File: src/rtl/icp_pkg.sv
package icp_pkg;
  parameter int SRC_W  = 24;
  parameter int PRIO_W = 8;
  localparam int REG_W = SRC_W + PRIO_W;
  localparam logic [PRIO_W-1:0] PRIO_NONE = '1;

  typedef struct packed {
    logic              setCppr;
    logic [PRIO_W-1:0] cpprNext;
    logic              setPend;
    logic [SRC_W-1:0]  srcNext;
    logic [PRIO_W-1:0] prioNext;
    logic              clrPend;
    logic              setMfrr;
    logic [PRIO_W-1:0] mfrrNext;
    logic              rej;
    logic [SRC_W-1:0]  rejSrc;
    logic              eoi;
    logic [SRC_W-1:0]  eoiSrc;
    logic              resend;
  } icpStrobes_t;
endpackage

File: src/rtl/icp_ctrl.sv
module icp_ctrl
  import icp_pkg::*;
#(
  parameter logic [SRC_W-1:0] IPI_SRC = 2
) (
  input  logic              offerValid,
  input  logic [SRC_W-1:0]  offerSrc,
  input  logic [PRIO_W-1:0] offerPrio,
  input  logic              acceptReq,
  input  logic              eoiReq,
  input  logic [REG_W-1:0]  eoiData,
  input  logic              cpprWr,
  input  logic [PRIO_W-1:0] cpprData,
  input  logic              ipiWr,
  input  logic [PRIO_W-1:0] ipiData,
  input  logic [PRIO_W-1:0] cppr,
  input  logic [SRC_W-1:0]  xisr,
  input  logic [PRIO_W-1:0] pendPrio,
  input  logic [PRIO_W-1:0] mfrr,
  output logic              offerReady,
  output logic              acceptReady,
  output logic              eoiReady,
  output logic              cpprReady,
  output logic              ipiReady,
  output icpStrobes_t       st
);
  logic hasPend;
  logic [PRIO_W-1:0] eoiPrio;

  assign hasPend     = (xisr != '0);
  assign eoiPrio     = eoiData[REG_W-1:SRC_W];
  assign eoiReady    = 1'b1;
  assign acceptReady = !eoiReq;
  assign cpprReady   = !(eoiReq || acceptReq);
  assign ipiReady    = !(eoiReq || acceptReq || cpprWr);
  assign offerReady  = !(eoiReq || acceptReq || cpprWr || ipiWr);

  always_comb begin
    st = '0;
    if (eoiReq) begin
      st.setCppr  = 1'b1;
      st.cpprNext = eoiPrio;
      st.eoi      = 1'b1;
      st.eoiSrc   = eoiData[SRC_W-1:0];
      if (!hasPend) begin
        st.resend = 1'b1;
        if (mfrr < eoiPrio) begin
          st.setPend  = 1'b1;
          st.srcNext  = IPI_SRC;
          st.prioNext = mfrr;
        end
      end
    end else if (acceptReq) begin
      st.setCppr  = 1'b1;
      st.cpprNext = pendPrio;
      st.clrPend  = 1'b1;
    end else if (cpprWr) begin
      st.setCppr  = 1'b1;
      st.cpprNext = cpprData;
      if (cpprData < cppr) begin
        if (hasPend && (cpprData <= pendPrio)) begin
          st.clrPend = 1'b1;
          st.rej     = 1'b1;
          st.rejSrc  = xisr;
        end
      end else if (!hasPend) begin
        st.resend = 1'b1;
        if (mfrr < cpprData) begin
          st.setPend  = 1'b1;
          st.srcNext  = IPI_SRC;
          st.prioNext = mfrr;
        end
      end
    end else if (ipiWr) begin
      st.setMfrr  = 1'b1;
      st.mfrrNext = ipiData;
      if ((ipiData < cppr) && !(hasPend && (pendPrio <= ipiData))) begin
        st.rej      = hasPend;
        st.rejSrc   = xisr;
        st.setPend  = 1'b1;
        st.srcNext  = IPI_SRC;
        st.prioNext = ipiData;
      end
    end else if (offerValid) begin
      if ((offerPrio >= cppr) || (hasPend && (pendPrio <= offerPrio))) begin
        st.rej    = 1'b1;
        st.rejSrc = offerSrc;
      end else begin
        st.rej      = hasPend;
        st.rejSrc   = xisr;
        st.setPend  = 1'b1;
        st.srcNext  = offerSrc;
        st.prioNext = offerPrio;
      end
    end
  end
endmodule

File: src/rtl/icp_dpath.sv
module icp_dpath
  import icp_pkg::*;
(
  input  logic              clk,
  input  logic              rstN,
  input  icpStrobes_t       st,
  output logic [PRIO_W-1:0] cppr,
  output logic [SRC_W-1:0]  xisr,
  output logic [PRIO_W-1:0] pendPrio,
  output logic [PRIO_W-1:0] mfrr,
  output logic              irqOut,
  output logic              rejectValid,
  output logic [SRC_W-1:0]  rejectSrc,
  output logic              eoiOutValid,
  output logic [SRC_W-1:0]  eoiOutSrc,
  output logic              resendReq
);
  always_ff @(posedge clk) begin
    if (!rstN) begin
      cppr        <= '0;
      xisr        <= '0;
      pendPrio    <= PRIO_NONE;
      mfrr        <= PRIO_NONE;
      irqOut      <= 1'b0;
      rejectValid <= 1'b0;
      rejectSrc   <= '0;
      eoiOutValid <= 1'b0;
      eoiOutSrc   <= '0;
      resendReq   <= 1'b0;
    end else begin
      if (st.setCppr) cppr <= st.cpprNext;
      if (st.setMfrr) mfrr <= st.mfrrNext;
      if (st.clrPend) begin
        xisr     <= '0;
        pendPrio <= PRIO_NONE;
        irqOut   <= 1'b0;
      end
      if (st.setPend) begin
        xisr     <= st.srcNext;
        pendPrio <= st.prioNext;
        irqOut   <= 1'b1;
      end
      rejectValid <= st.rej;
      rejectSrc   <= st.rejSrc;
      eoiOutValid <= st.eoi;
      eoiOutSrc   <= st.eoiSrc;
      resendReq   <= st.resend;
    end
  end
endmodule

File: src/rtl/icp_presenter.sv
module icp_presenter
  import icp_pkg::*;
#(
  parameter logic [SRC_W-1:0] IPI_SRC = 2
) (
  input  logic              clk,
  input  logic              rstN,
  input  logic              offerValid,
  input  logic [SRC_W-1:0]  offerSrc,
  input  logic [PRIO_W-1:0] offerPrio,
  output logic              offerReady,
  input  logic              acceptReq,
  output logic              acceptReady,
  input  logic              eoiReq,
  input  logic [REG_W-1:0]  eoiData,
  output logic              eoiReady,
  input  logic              cpprWr,
  input  logic [PRIO_W-1:0] cpprData,
  output logic              cpprReady,
  input  logic              ipiWr,
  input  logic [PRIO_W-1:0] ipiData,
  output logic              ipiReady,
  output logic [REG_W-1:0]  regData,
  output logic [PRIO_W-1:0] ipiPrio,
  output logic              irqOut,
  output logic              rejectValid,
  output logic [SRC_W-1:0]  rejectSrc,
  output logic              eoiOutValid,
  output logic [SRC_W-1:0]  eoiOutSrc,
  output logic              resendReq
);
  icpStrobes_t       st;
  logic [PRIO_W-1:0] cppr;
  logic [SRC_W-1:0]  xisr;
  logic [PRIO_W-1:0] pendPrio;

  icp_ctrl #(.IPI_SRC(IPI_SRC)) ctrl_i (
    .offerValid(offerValid), .offerSrc(offerSrc), .offerPrio(offerPrio),
    .acceptReq(acceptReq), .eoiReq(eoiReq), .eoiData(eoiData),
    .cpprWr(cpprWr), .cpprData(cpprData), .ipiWr(ipiWr), .ipiData(ipiData),
    .cppr(cppr), .xisr(xisr), .pendPrio(pendPrio), .mfrr(ipiPrio),
    .offerReady(offerReady), .acceptReady(acceptReady), .eoiReady(eoiReady),
    .cpprReady(cpprReady), .ipiReady(ipiReady), .st(st)
  );

  icp_dpath dpath_i (
    .clk(clk), .rstN(rstN), .st(st),
    .cppr(cppr), .xisr(xisr), .pendPrio(pendPrio), .mfrr(ipiPrio),
    .irqOut(irqOut), .rejectValid(rejectValid), .rejectSrc(rejectSrc),
    .eoiOutValid(eoiOutValid), .eoiOutSrc(eoiOutSrc), .resendReq(resendReq)
  );

  assign regData = {cppr, xisr};
endmodule

File: config.mk
export PLATFORM = sky130hd
export DESIGN_NAME = icp_presenter
export DESIGN_NICKNAME = d
export VERILOG_FILES = /design/src/rtl/icp_pkg.sv /design/src/rtl/icp_ctrl.sv /design/src/rtl/icp_dpath.sv /design/src/rtl/icp_presenter.sv
export SDC_FILE = /design/constraint.sdc
export NUM_CORES = 1
export LEC_CHECK = 0
export ABC_CLOCK_PERIOD_IN_PS = 3500
export BUFFER_PORTS_ARGS = -buffer_cell sky130_fd_sc_hd__buf_2
export CAP_MARGIN = 15
export CORE_ASPECT_RATIO = 0.9
export CORE_MARGIN = 1.5
export CORE_UTILIZATION = 40
export DETAILED_ROUTE_END_ITERATION = 8
export MAX_ROUTING_LAYER = met4
export PLACE_DENSITY = 0.66
export REMOVE_ABC_BUFFERS = 1
export SLEW_MARGIN = 20
export SYNTH_ARGS = -nofsm -noshare
export SYNTH_HDL_FRONTEND = slang
export SYNTH_SLANG_ARGS = --single-unit
File: constraint.sdc
create_clock -name clk -period 3.5 [get_ports clk]
set_clock_uncertainty 0.05 [all_clocks]
set_input_delay 0.175 -clock clk [delete_from_list [all_inputs] [get_ports clk]]
set_output_delay 0.175 -clock clk [all_outputs]
set_load 0.01 [all_outputs]
### Yosys cells after proc, flatten, opt, wreduce, memory -nomap -nowiden

Index checks and enable logic that the tools add are counted.

* bits in registers: 100
* bits in latches: 0
* bits in writable memories: 0
* ROM bits: 0
* input bits: 87
* output and inout port bits: 97
* word-level logic and storage cells: 77
* memories: 0

* $add $sub $neg: 0
* $mul: 0
* divide/modulo/power cells: 0
* magnitude comparators: 8
* equal/unequal tests: 0
* shifts and indexed selects: 0
* muxes and demuxes: 41
* bitwise logic cells: 1
* reduce and logical (&&, ||, !) cells: 17

Operator list (number)
* 2-to-1 mux 33 bit: 11
* 2-to-1 mux 25 bit: 8
* 2-to-1 mux 24 bit: 2
* 2-to-1 mux 42 bit: 1
* 2-to-1 mux 9 bit: 4
* 2-to-1 mux 35 bit: 1
* 2-to-1 mux 34 bit: 1
* < comparator 8 bit: 4
* less-or-equal comparator 8 bit: 3
* nonzero test 24 bit: 1
* 2-to-1 mux 8 bit: 2
* 2-to-1 mux 1 bit: 11
* >= comparator 8 bit: 1
* logical NOT 1 bit: 5
* logical AND 1 bit: 4
* logical OR 1 bit: 4
* OR reduction 3 bit: 1
* AND reduction 2 bit: 1
* nonzero test 2 bit: 1
* NOT 1 bit: 1

### Longest topological paths before layout

Gate-level depths: netlist of run 1.

* word-level depth: 11
* mapped depth: 11
* depth with buffers taken out: 10

### Cells and area by module

Synthesis of run 1 repeated with hierarchy kept, for this count alone.

* cells, all modules: 675
* area, all modules: 5910.7 sq um

Modules (own cells, without submodules)
* icp_dpath: times used 1, cells an instance 305, area each 3294.4 sq um, seq. area each 2001.9 sq um
* icp_ctrl: times used 1, cells an instance 370, area each 2616.3 sq um, seq. area each 0.0 sq um

### Worst setup path before layout of run 1

Ideal clock, no wire load.

* path type: reg-to-reg
* start: register dpath_i.cppr[2]
* end: register dpath_i.pendPrio[1]
* library setup time: 122 ps
* arrival: 2484 ps
* data required time: 3328 ps
* path slack: 844 ps
* cell stages (with the launch flop): 11
* buffers on the path: 1
* period minus slack after synthesis: 2656 ps
* cells stage by stage: dfxtp_1 > inv_1 > ha_1 > a211oi_1 > a211oi_1 > nor3_2 > a2111oi_4 > a221o_4 > or3_1 > buf_2 > o32a_1

* word-level cells in the longest chain between the ends: 9
* elaborated cells on any way between the ends: 19
* those cells by class: order compare (3); mux (13); reduce/logical (3)

RTL lines
* start, declared: line icp_dpath.sv:7 `output logic [PRIO_W-1:0] cppr,`
* start signal, assigned: line icp_dpath.sv:31 `if (st.setCppr) cppr <= st.cpprNext;`
* >= comparator 8 bit: line icp_ctrl.sv:85 `if ((offerPrio >= cppr) || (hasPend && (pendPrio <= offerPrio))) begin`
* logical OR 1 bit: line icp_ctrl.sv:85
* 2-to-1 mux 33 bit: line icp_ctrl.sv:85
* 2-to-1 mux 33 bit: line icp_ctrl.sv:84 `end else if (offerValid) begin`
* 2-to-1 mux 33 bit: line icp_ctrl.sv:74 `end else if (ipiWr) begin`
* 2-to-1 mux 33 bit: line icp_ctrl.sv:57 `end else if (cpprWr) begin`
* 2-to-1 mux 33 bit: line icp_ctrl.sv:53 `end else if (acceptReq) begin`
* 2-to-1 mux 42 bit: line icp_ctrl.sv:40 `if (eoiReq) begin`
* 2-to-1 mux 8 bit or nonzero test 2 bit (tied branches)
* end signal, assigned: line icp_dpath.sv:40 `pendPrio <= st.prioNext;`
* end, declared: line icp_dpath.sv:9 `output logic [PRIO_W-1:0] pendPrio,`

Several ways; a longest one is shown, not always the timed one.
A chain may end at the register's enable or synchronous reset.

### Final worst setup path of run 1

* start: register dpath_i.cppr[3]
* end: register dpath_i.xisr[20]

* word-level cells in the longest chain between the ends: 9
* elaborated cells on any way between the ends: 19
* those cells by class: order compare (3); mux (13); reduce/logical (3)

RTL lines
* >= comparator 8 bit: line icp_ctrl.sv:85
* logical OR 1 bit: line icp_ctrl.sv:85
* 2-to-1 mux 33 bit: line icp_ctrl.sv:85
* 2-to-1 mux 33 bit: line icp_ctrl.sv:84
* 2-to-1 mux 33 bit: line icp_ctrl.sv:74
* 2-to-1 mux 33 bit: line icp_ctrl.sv:57
* 2-to-1 mux 33 bit: line icp_ctrl.sv:53
* 2-to-1 mux 42 bit: line icp_ctrl.sv:40
* 2-to-1 mux 24 bit or nonzero test 2 bit (tied branches)
* end signal, assigned: line icp_dpath.sv:39 `xisr <= st.srcNext;`
* end, declared: line icp_dpath.sv:8 `output logic [SRC_W-1:0] xisr,`

Several ways; a longest one is shown, not always the timed one.

==> flow_metrics.env, run 1 <==
export IMPL_insertion_delay_ps=340
export IMPL_drive_above_1_share_pct=28.83
export IMPL_placed_area_sq_um=6299
export IMPL_synth_seq_cells=100
export IMPL_multiInputGateArea_sq_um=2922
export IMPL_ys_types=54
export IMPL_post_route_min_period_ps=3286
export IMPL_finalInstanceArea_sq_um=6610
export IMPL_wl_per_cell_um=17.55
export IMPL_root_buffer="clkbuf_16"
export IMPL_final_cell_mix="buf_2 (182), dfxtp_1 (100), a21oi_1 (64)"
export IMPL_pre_cts_slack_ps=297.7
export IMPL_slew_headroom_pct=35.08
export IMPL_yosysWarnings=0
export IMPL_r2r_start="dpath_i.cppr[3]$_SDFFE_PN0P_"
export IMPL_hold_violations=0
export IMPL_initial_core_util_pct=41.14
export IMPL_clkSinkCount=100
export IMPL_layout_commonest_cell="buf_2"
export IMPL_finalSetupViolCount=0
export IMPL_cp_start_kind="register"
export IMPL_io_buffer_count=182
export IMPL_nFillCells=1215
export IMPL_fmax_mhz=304.3
export IMPL_r2r_slack_ps=210
export IMPL_ios=184
export IMPL_hold_start="eoiData[19]"
export IMPL_dr_pass1_iters=5
export IMPL_total_leakage_power_nw=3.260
export IMPL_drc=0
export IMPL_antenna_found_initial=0
export IMPL_hold_depth=2
export IMPL_die_y_um=111.8
export IMPL_netlist_instances=586
export IMPL_rsz0062_at_grt="no"
export IMPL_grt_pass1_wl_mm=24.94
export IMPL_worst_pin_slew_ps=970.7
export IMPL_ir_drop_mv=0.2620
export IMPL_cts_tree="yes"
export IMPL_layout_setup_ws_ps=213.9
export IMPL_path_class="register to register"
export IMPL_wirelength_mm=16.27
export IMPL_synth_top_family_by_area="compound AO/OA/AOI/OAI gates"
export IMPL_cts_resized=0
export IMPL_place_gp_congestion=0.9458
export IMPL_status="completed"
export IMPL_drv_cap=0
export IMPL_avgSynthCellArea_sq_um=8.976
export IMPL_post_cts_buffers=0
export IMPL_fin_tns_setup_ps=0
export IMPL_vias=5191
export IMPL_antenna_cells=0
export IMPL_clock_path_buffers=2
export IMPL_fp_row_count=39
export IMPL_cts_buffers=9
export IMPL_die_x_um=123.9
export IMPL_grt_max_degree=44
export IMPL_postRouteAntennaNets=0
export IMPL_cts_htree_levels=3
export IMPL_core_region_area_sq_um=12780
export IMPL_dr_first_iter_drc_count=485
export IMPL_reg2reg_to="dpath_i.xisr[20]$_SDFFE_PN0P_"
export IMPL_synth_compound_gate_area_share_pct=25.83
export IMPL_viasPerCell=5.600
export IMPL_power_density_nw_per_um2=430.2
export IMPL_final_nets=905
export IMPL_die_area_sq_um=13850
export IMPL_synth_fa_ha_area_share_pct=14.27
export IMPL_regArea_sq_um=2002
export IMPL_fin_crit_sh_pct=93.89
export IMPL_hold_end="dpath_i.eoiOutSrc[19]$_SDFF_PN0_"
export IMPL_synth_area_sq_um=5260
export IMPL_slew_viol_final=0
export IMPL_crit_fanout=24
export IMPL_grt_usage_pct=23.95
export IMPL_arrival_ps=3520
export IMPL_setup_worst_path_end_class="register"
export IMPL_area_delta_synth_final_pct=25.67
export IMPL_ys_seq_area_share_pct=38.06
export IMPL_r2r_cells=9
export IMPL_synth_mux_area_share_pct=0.1903
export IMPL_synth_simple_area_share_pct=15.10
export IMPL_cts_hold_buf=0
export IMPL_synth_xor_area_share_pct=0
export IMPL_path_clk_slew_ps=80
export IMPL_hp_class="input pin to register"
export IMPL_required_ps=3730
export IMPL_grt_pass1_vias=4898
export IMPL_dp_hpwl_mm=12.68
export IMPL_overflow=0
[worst max-delay path, stage by stage (launching register included)]
cell,delay (ps)
dfxtp_1,380
inv_1,140
ha_1,300
o21a_1,110
a21oi_1,60
o21ai_1,410
o32ai_4,170
a221o_4,500
nor3_4,800
a22o_1,290
[final cells by class]
| type | count | area share [%] |
|---|---|---|
| Multi-Input combinational cell | 404 | 44.20 |
| Tap cell | 164 | 3.104 |
| Timing Repair Buffer | 190 | 14.69 |
| Clock buffer | 9 | 3.407 |
| Sequential cell | 100 | 30.29 |
| Inverter | 53 | 3.010 |
| Clock inverter | 7 | 1.306 |
[how the worst max path moves through the flow]
| stage | start | endpoint |
|---|---|---|
| global route | dpath_i.cppr[3]$_SDFFE_PN0P_ | dpath_i.xisr[20]$_SDFFE_PN0P_ |
| global placement | dpath_i.cppr[3]$_SDFFE_PN0P_ | dpath_i.xisr[12]$_SDFFE_PN0P_ |
| detailed placement | dpath_i.cppr[1]$_SDFFE_PN0P_ | dpath_i.xisr[20]$_SDFFE_PN0P_ |
| floorplan | dpath_i.cppr[2]$_SDFFE_PN0P_ | dpath_i.xisr[0]$_SDFFE_PN0P_ |
| CTS | dpath_i.cppr[2]$_SDFFE_PN0P_ | dpath_i.xisr[20]$_SDFFE_PN0P_ |
| finish | dpath_i.cppr[3]$_SDFFE_PN0P_ | dpath_i.xisr[20]$_SDFFE_PN0P_ |
[flip-flops by register name, indices dropped and copies added, names as in the netlist]
| signal | count |
|---|---|
| dpath_i.eoiOutSrc | 24 |
| dpath_i.rejectSrc | 24 |
| dpath_i.xisr | 24 |
| dpath_i.cppr | 8 |
| dpath_i.mfrr | 8 |
| dpath_i.pendPrio | 8 |
| dpath_i.eoiOutValid | 1 |
| dpath_i.irqOut | 1 |
| dpath_i.rejectValid | 1 |
| dpath_i.resendReq | 1 |
[layer usage]
metal	up-vias	wire length, um	global-route usage, %
met4	0	367	8.812
li1	2490	-	-
met5	-	0	-
met1	2473	7453	31.28
met2	203	7456	37.83
met3	25	991	2.920
[logic make-up (layout without fill, tap and decap cells)]
group / Yosys count / count (layout)
other cells: 1 / 1
mux: 1 / 1
buf+inv: 82 / 259
simple gates: 154 / 154
compound gates: 188 / 188
flops: 100 / 100
fa+ha+maj: 60 / 60
[synthesized netlist by cell type (all sizes together)]
| master | count | area [sq um] |
|---|---|---|
| a21oi | 64 | 320.3 |
| a221o | 1 | 21.27 |
| a21boi | 2 | 15.02 |
| a22o | 23 | 201.4 |
| o211ai | 9 | 67.56 |
| nor2b | 7 | 43.79 |
| o21bai | 1 | 7.510 |
| o32ai | 1 | 27.53 |
| o22ai | 1 | 6.260 |
| nand3 | 3 | 27.53 |
| nor4 | 6 | 37.54 |
| o32a | 7 | 70.07 |
| a22oi | 8 | 60.06 |
| conb | 1 | 3.750 |
| a211o | 2 | 17.52 |
| a211oi | 24 | 180.2 |
| nand2b | 9 | 56.30 |
| o31a | 2 | 17.52 |
| a21o | 2 | 15.01 |
| o221ai | 8 | 70.07 |
| or3 | 1 | 6.260 |
| o21ai | 20 | 100.1 |
| o311a | 1 | 21.27 |
| buf | 10 | 70.06 |
| nor2 | 35 | 133.9 |
| mux2i | 1 | 10.01 |
| a2111oi | 1 | 27.53 |
| clkbuf | 19 | 71.32 |
| nand2 | 44 | 167.7 |
| dfxtp | 100 | 2002 |
| and3 | 27 | 168.9 |
| nand3b | 1 | 7.510 |
| a2111o | 1 | 11.26 |
| ha | 60 | 750.7 |
| and4 | 1 | 11.26 |
| clkinv | 1 | 3.750 |
| o21a | 4 | 30.03 |
| o21ba | 1 | 10.01 |
| a2bb2oi | 2 | 17.52 |
| a311oi | 2 | 23.77 |
| nand4 | 10 | 62.56 |
| a311o | 1 | 20.02 |
| inv | 52 | 195.2 |
| nor3 | 10 | 71.32 |
[through the flow]
| step | power (mW) | hold slack, ps | utilization, % | std cells |
|---|---|---|---|---|
| finish | 2.844 | 20.28 | 51.70 | 927 |
| global route | 2.980 | 10.87 | 51.70 | 927 |
| CTS | 2.850 | 10.67 | 51.70 | 927 |
| detailed placement | 1.836 | 361.1 | 49.27 | 911 |
| global placement | 1.820 | 361.5 | 49.27 | 911 |
| floorplan | 1.590 | 186.9 | - | 557 |
[power by group]
part	leakage, nW	switching, mW	internal [mW]
combinational	2.29	0.358	0.243
clock	0.153	0.461	0.566
sequential	0.815	0.0366	1.18
total	3.26	0.856	1.99
Note: power is estimated with default switching activity, not from simulation.
==> inputs of run 2 (changes only) <==
--- a/config.mk
+++ b/config.mk
@@ -9,11 +9,11 @@
 export BUFFER_PORTS_ARGS = -buffer_cell sky130_fd_sc_hd__buf_2
 export CAP_MARGIN = 15
 export CORE_ASPECT_RATIO = 0.9
-export CORE_MARGIN = 1.5
+export CORE_MARGIN = 4
 export CORE_UTILIZATION = 40
 export DETAILED_ROUTE_END_ITERATION = 8
 export MAX_ROUTING_LAYER = met4
-export PLACE_DENSITY = 0.66
+export PLACE_DENSITY = 0.64
 export REMOVE_ABC_BUFFERS = 1
 export SLEW_MARGIN = 20
 export SYNTH_ARGS = -nofsm -noshare
==> run 2 against run 1 <==
Effect of this change: via count up 0.39%; critical path type unchanged; die area is 8.7% higher; clock power about the same; critical endpoint is now dpath_i.pendPrio[6]$_SDFFE_PN1P_; largest cell class unchanged; register-to-register slack gained 70 ps.
==> flow_metrics.env, run 2 (synthesis results as in run 1) <==
export IMPL_fp_row_count=39
export IMPL_core_region_area_sq_um=12780
export IMPL_layout_commonest_cell="buf_2"
export IMPL_fmax_mhz=311.3
export IMPL_clockPowerShare_pct=36.5
export IMPL_worst_pin_slew_ps=945.8
export IMPL_status="completed"
export IMPL_drive_above_1_share_pct=28.26
export IMPL_arrival_ps=3470
export IMPL_path_class="register to register"
export IMPL_wl_per_cell_um=18.28
export IMPL_ir_drop_mv=0.2161
export IMPL_fin_crit_sh_pct=91.79
export IMPL_grt_pass1_wl_mm=26.30
export IMPL_slowest_delay_ps=690
export IMPL_clock_path_buffers=2
export IMPL_wirelength_mm=17.30
export IMPL_wl_met1_mm=7.574
export IMPL_dr_first_iter_drc_count=335
export IMPL_viasPerCell=5.508
export IMPL_cp_start_kind="register"
export IMPL_startpoint="dpath_i.cppr[2]$_SDFFE_PN0P_"
export IMPL_reg_top3="dpath_i.eoiOutSrc (24), dpath_i.rejectSrc (24), dpath_i.xisr (24)"
export IMPL_cp_cell_sequence="inv_1 > ha_1 > a211oi_1 > a211oi_1 > nor3_2 > o211ai_1 > a21oi_1 > or3_1 > o32a_1"
export IMPL_slew_viol_final=0
export IMPL_fin_tns_setup_ps=0
export IMPL_switchingPower_uw=895.5
export IMPL_crit_fanout=7
export IMPL_dp_hpwl_mm=13.22
export IMPL_p_comb_share_pct=21.6
export IMPL_insertion_delay_ps=360
export IMPL_cts_htree_levels=3
export IMPL_clkSinkCount=100
export IMPL_drc=0
export IMPL_path_clk_slew_ps=80
export IMPL_wl_met2_mm=8.039
export IMPL_setup_worst_path_end_class="register"
export IMPL_critPathMostFrequentCell="a211oi_1"
export IMPL_hp_class="input pin to register"
export IMPL_die_x_um=128.9
export IMPL_antenna_cells=0
export IMPL_die_y_um=116.8
export IMPL_finalSetupViolCount=0
export IMPL_cts_tree="yes"
export IMPL_overflow=0
export IMPL_grt_usage_pct=22.89
export IMPL_root_buffer="clkbuf_16"
export IMPL_cts_buffers=9
export IMPL_dr_wl_met3_mm=1.385
export IMPL_place_gp_congestion=0.9798
export IMPL_crit_buf_inv=1
export IMPL_slew_headroom_pct=36.79
export IMPL_dr_pass1_iters=5
export IMPL_final_nets=924
export IMPL_hold_start="eoiData[5]"
export IMPL_postRouteAntennaNets=0
export IMPL_p_int_mw=2.013
export IMPL_antenna_found_initial=0
export IMPL_r2r_start="dpath_i.cppr[2]$_SDFFE_PN0P_"
export IMPL_seq_power_share_pct=41.9
export IMPL_rsz0062_at_grt="no"
export IMPL_vias=5211
export IMPL_fin_hold_ws_ps=12.49
export IMPL_power_density_nw_per_um2=426.7
export IMPL_crit_slowest_cell="a21oi_1"
export IMPL_post_route_min_period_ps=3213
export IMPL_die_area_sq_um=15050
export IMPL_routed_top_layer="met4"
export IMPL_grt_pass1_vias=5015
export IMPL_drv_cap=0
export IMPL_io_buffer_count=182
export IMPL_hold_violations=0
export IMPL_post_cts_buffers=0
export IMPL_path_delay_family="compound AO/OA/AOI/OAI gates"
export IMPL_required_ps=3750
export IMPL_final_cell_mix="buf_2 (182), dfxtp_1 (100), a21oi_1 (64)"
export IMPL_grt_max_degree=36
export IMPL_initial_core_util_pct=41.14
export IMPL_total_leakage_power_nw=3.343
export IMPL_ios=184
export IMPL_switching_share_pct=30.79
export IMPL_area_delta_synth_final_pct=29.57
-- run 2: cell types whose count changed in the layout (fill, tap and decap cells not counted), sizes merged --
cell         delta
nor3            +1
clkinv          -2
dlygate4sd3    +18
inv             +2
-- run 2: repair_timing --
item / 4_1_cts / 5_1_grt
gates resized for setup: 0 / 1
endpoints found under the hold margin: 18 / 0
hold buffers: 18 / 0
endpoints found under the setup margin: 0 / 24
-- run 2: through the flow --
stage	power (mW)	std cells	utilization (%)	setup slack, ps	area [sq um]
floorplan	1.590	557	-	780.5	5119
CTS	2.926	945	53.18	205.3	6799
detailed placement	1.839	911	49.27	242.5	6299
finish	2.908	946	53.31	287.4	6815
global route	3.051	946	53.31	67.56	6815
global placement	1.823	911	49.27	337.8	6299
-- run 2: area by class of cell --
cell class,count,area (sq um)
Clock buffer,9,225.2
Clock inverter,7,95.09
Fill cell,1193,5969
Inverter,53,198.9
Multi-Input combinational cell,405,2938
Sequential cell,100,2002
Tap cell,164,205.2
Timing Repair Buffer,208,1151
-- run 2: final timing paths --
| kind | end | slack, ps | cells past startpoint |
|---|---|---|---|
| max | dpath_i.pendPrio[6]$_SDFFE_PN1P_ | 290 | 9 |
| min reg2reg | dpath_i.rejectSrc[23]$_SDFF_PP0_ | 460 | 2 |
| max reg2reg | dpath_i.pendPrio[6]$_SDFFE_PN1P_ | 290 | 9 |
| min | dpath_i.eoiOutSrc[5]$_SDFF_PN0_ | 10 | 2 |
-- run 2: power groups by stage --
stage          sequential (mW)  clock (mW)  combinational (mW)
2_1_floorplan             1.25           0               0.343
3_3_place_gp              1.24           0               0.582
3_5_place_dp              1.24           0               0.596
4_1_cts                   1.22        1.09               0.617
5_1_grt                   1.22        1.13               0.694
6_report                  1.22        1.06               0.628
-- run 2: layer usage --
layer | up-vias | global-route usage (%)
li1 | 2526 | -
met1 | 2433 | 29.48
met2 | 225 | 36.88
met3 | 27 | 4.038
met4 | 0 | 7.068
met5 | - | -
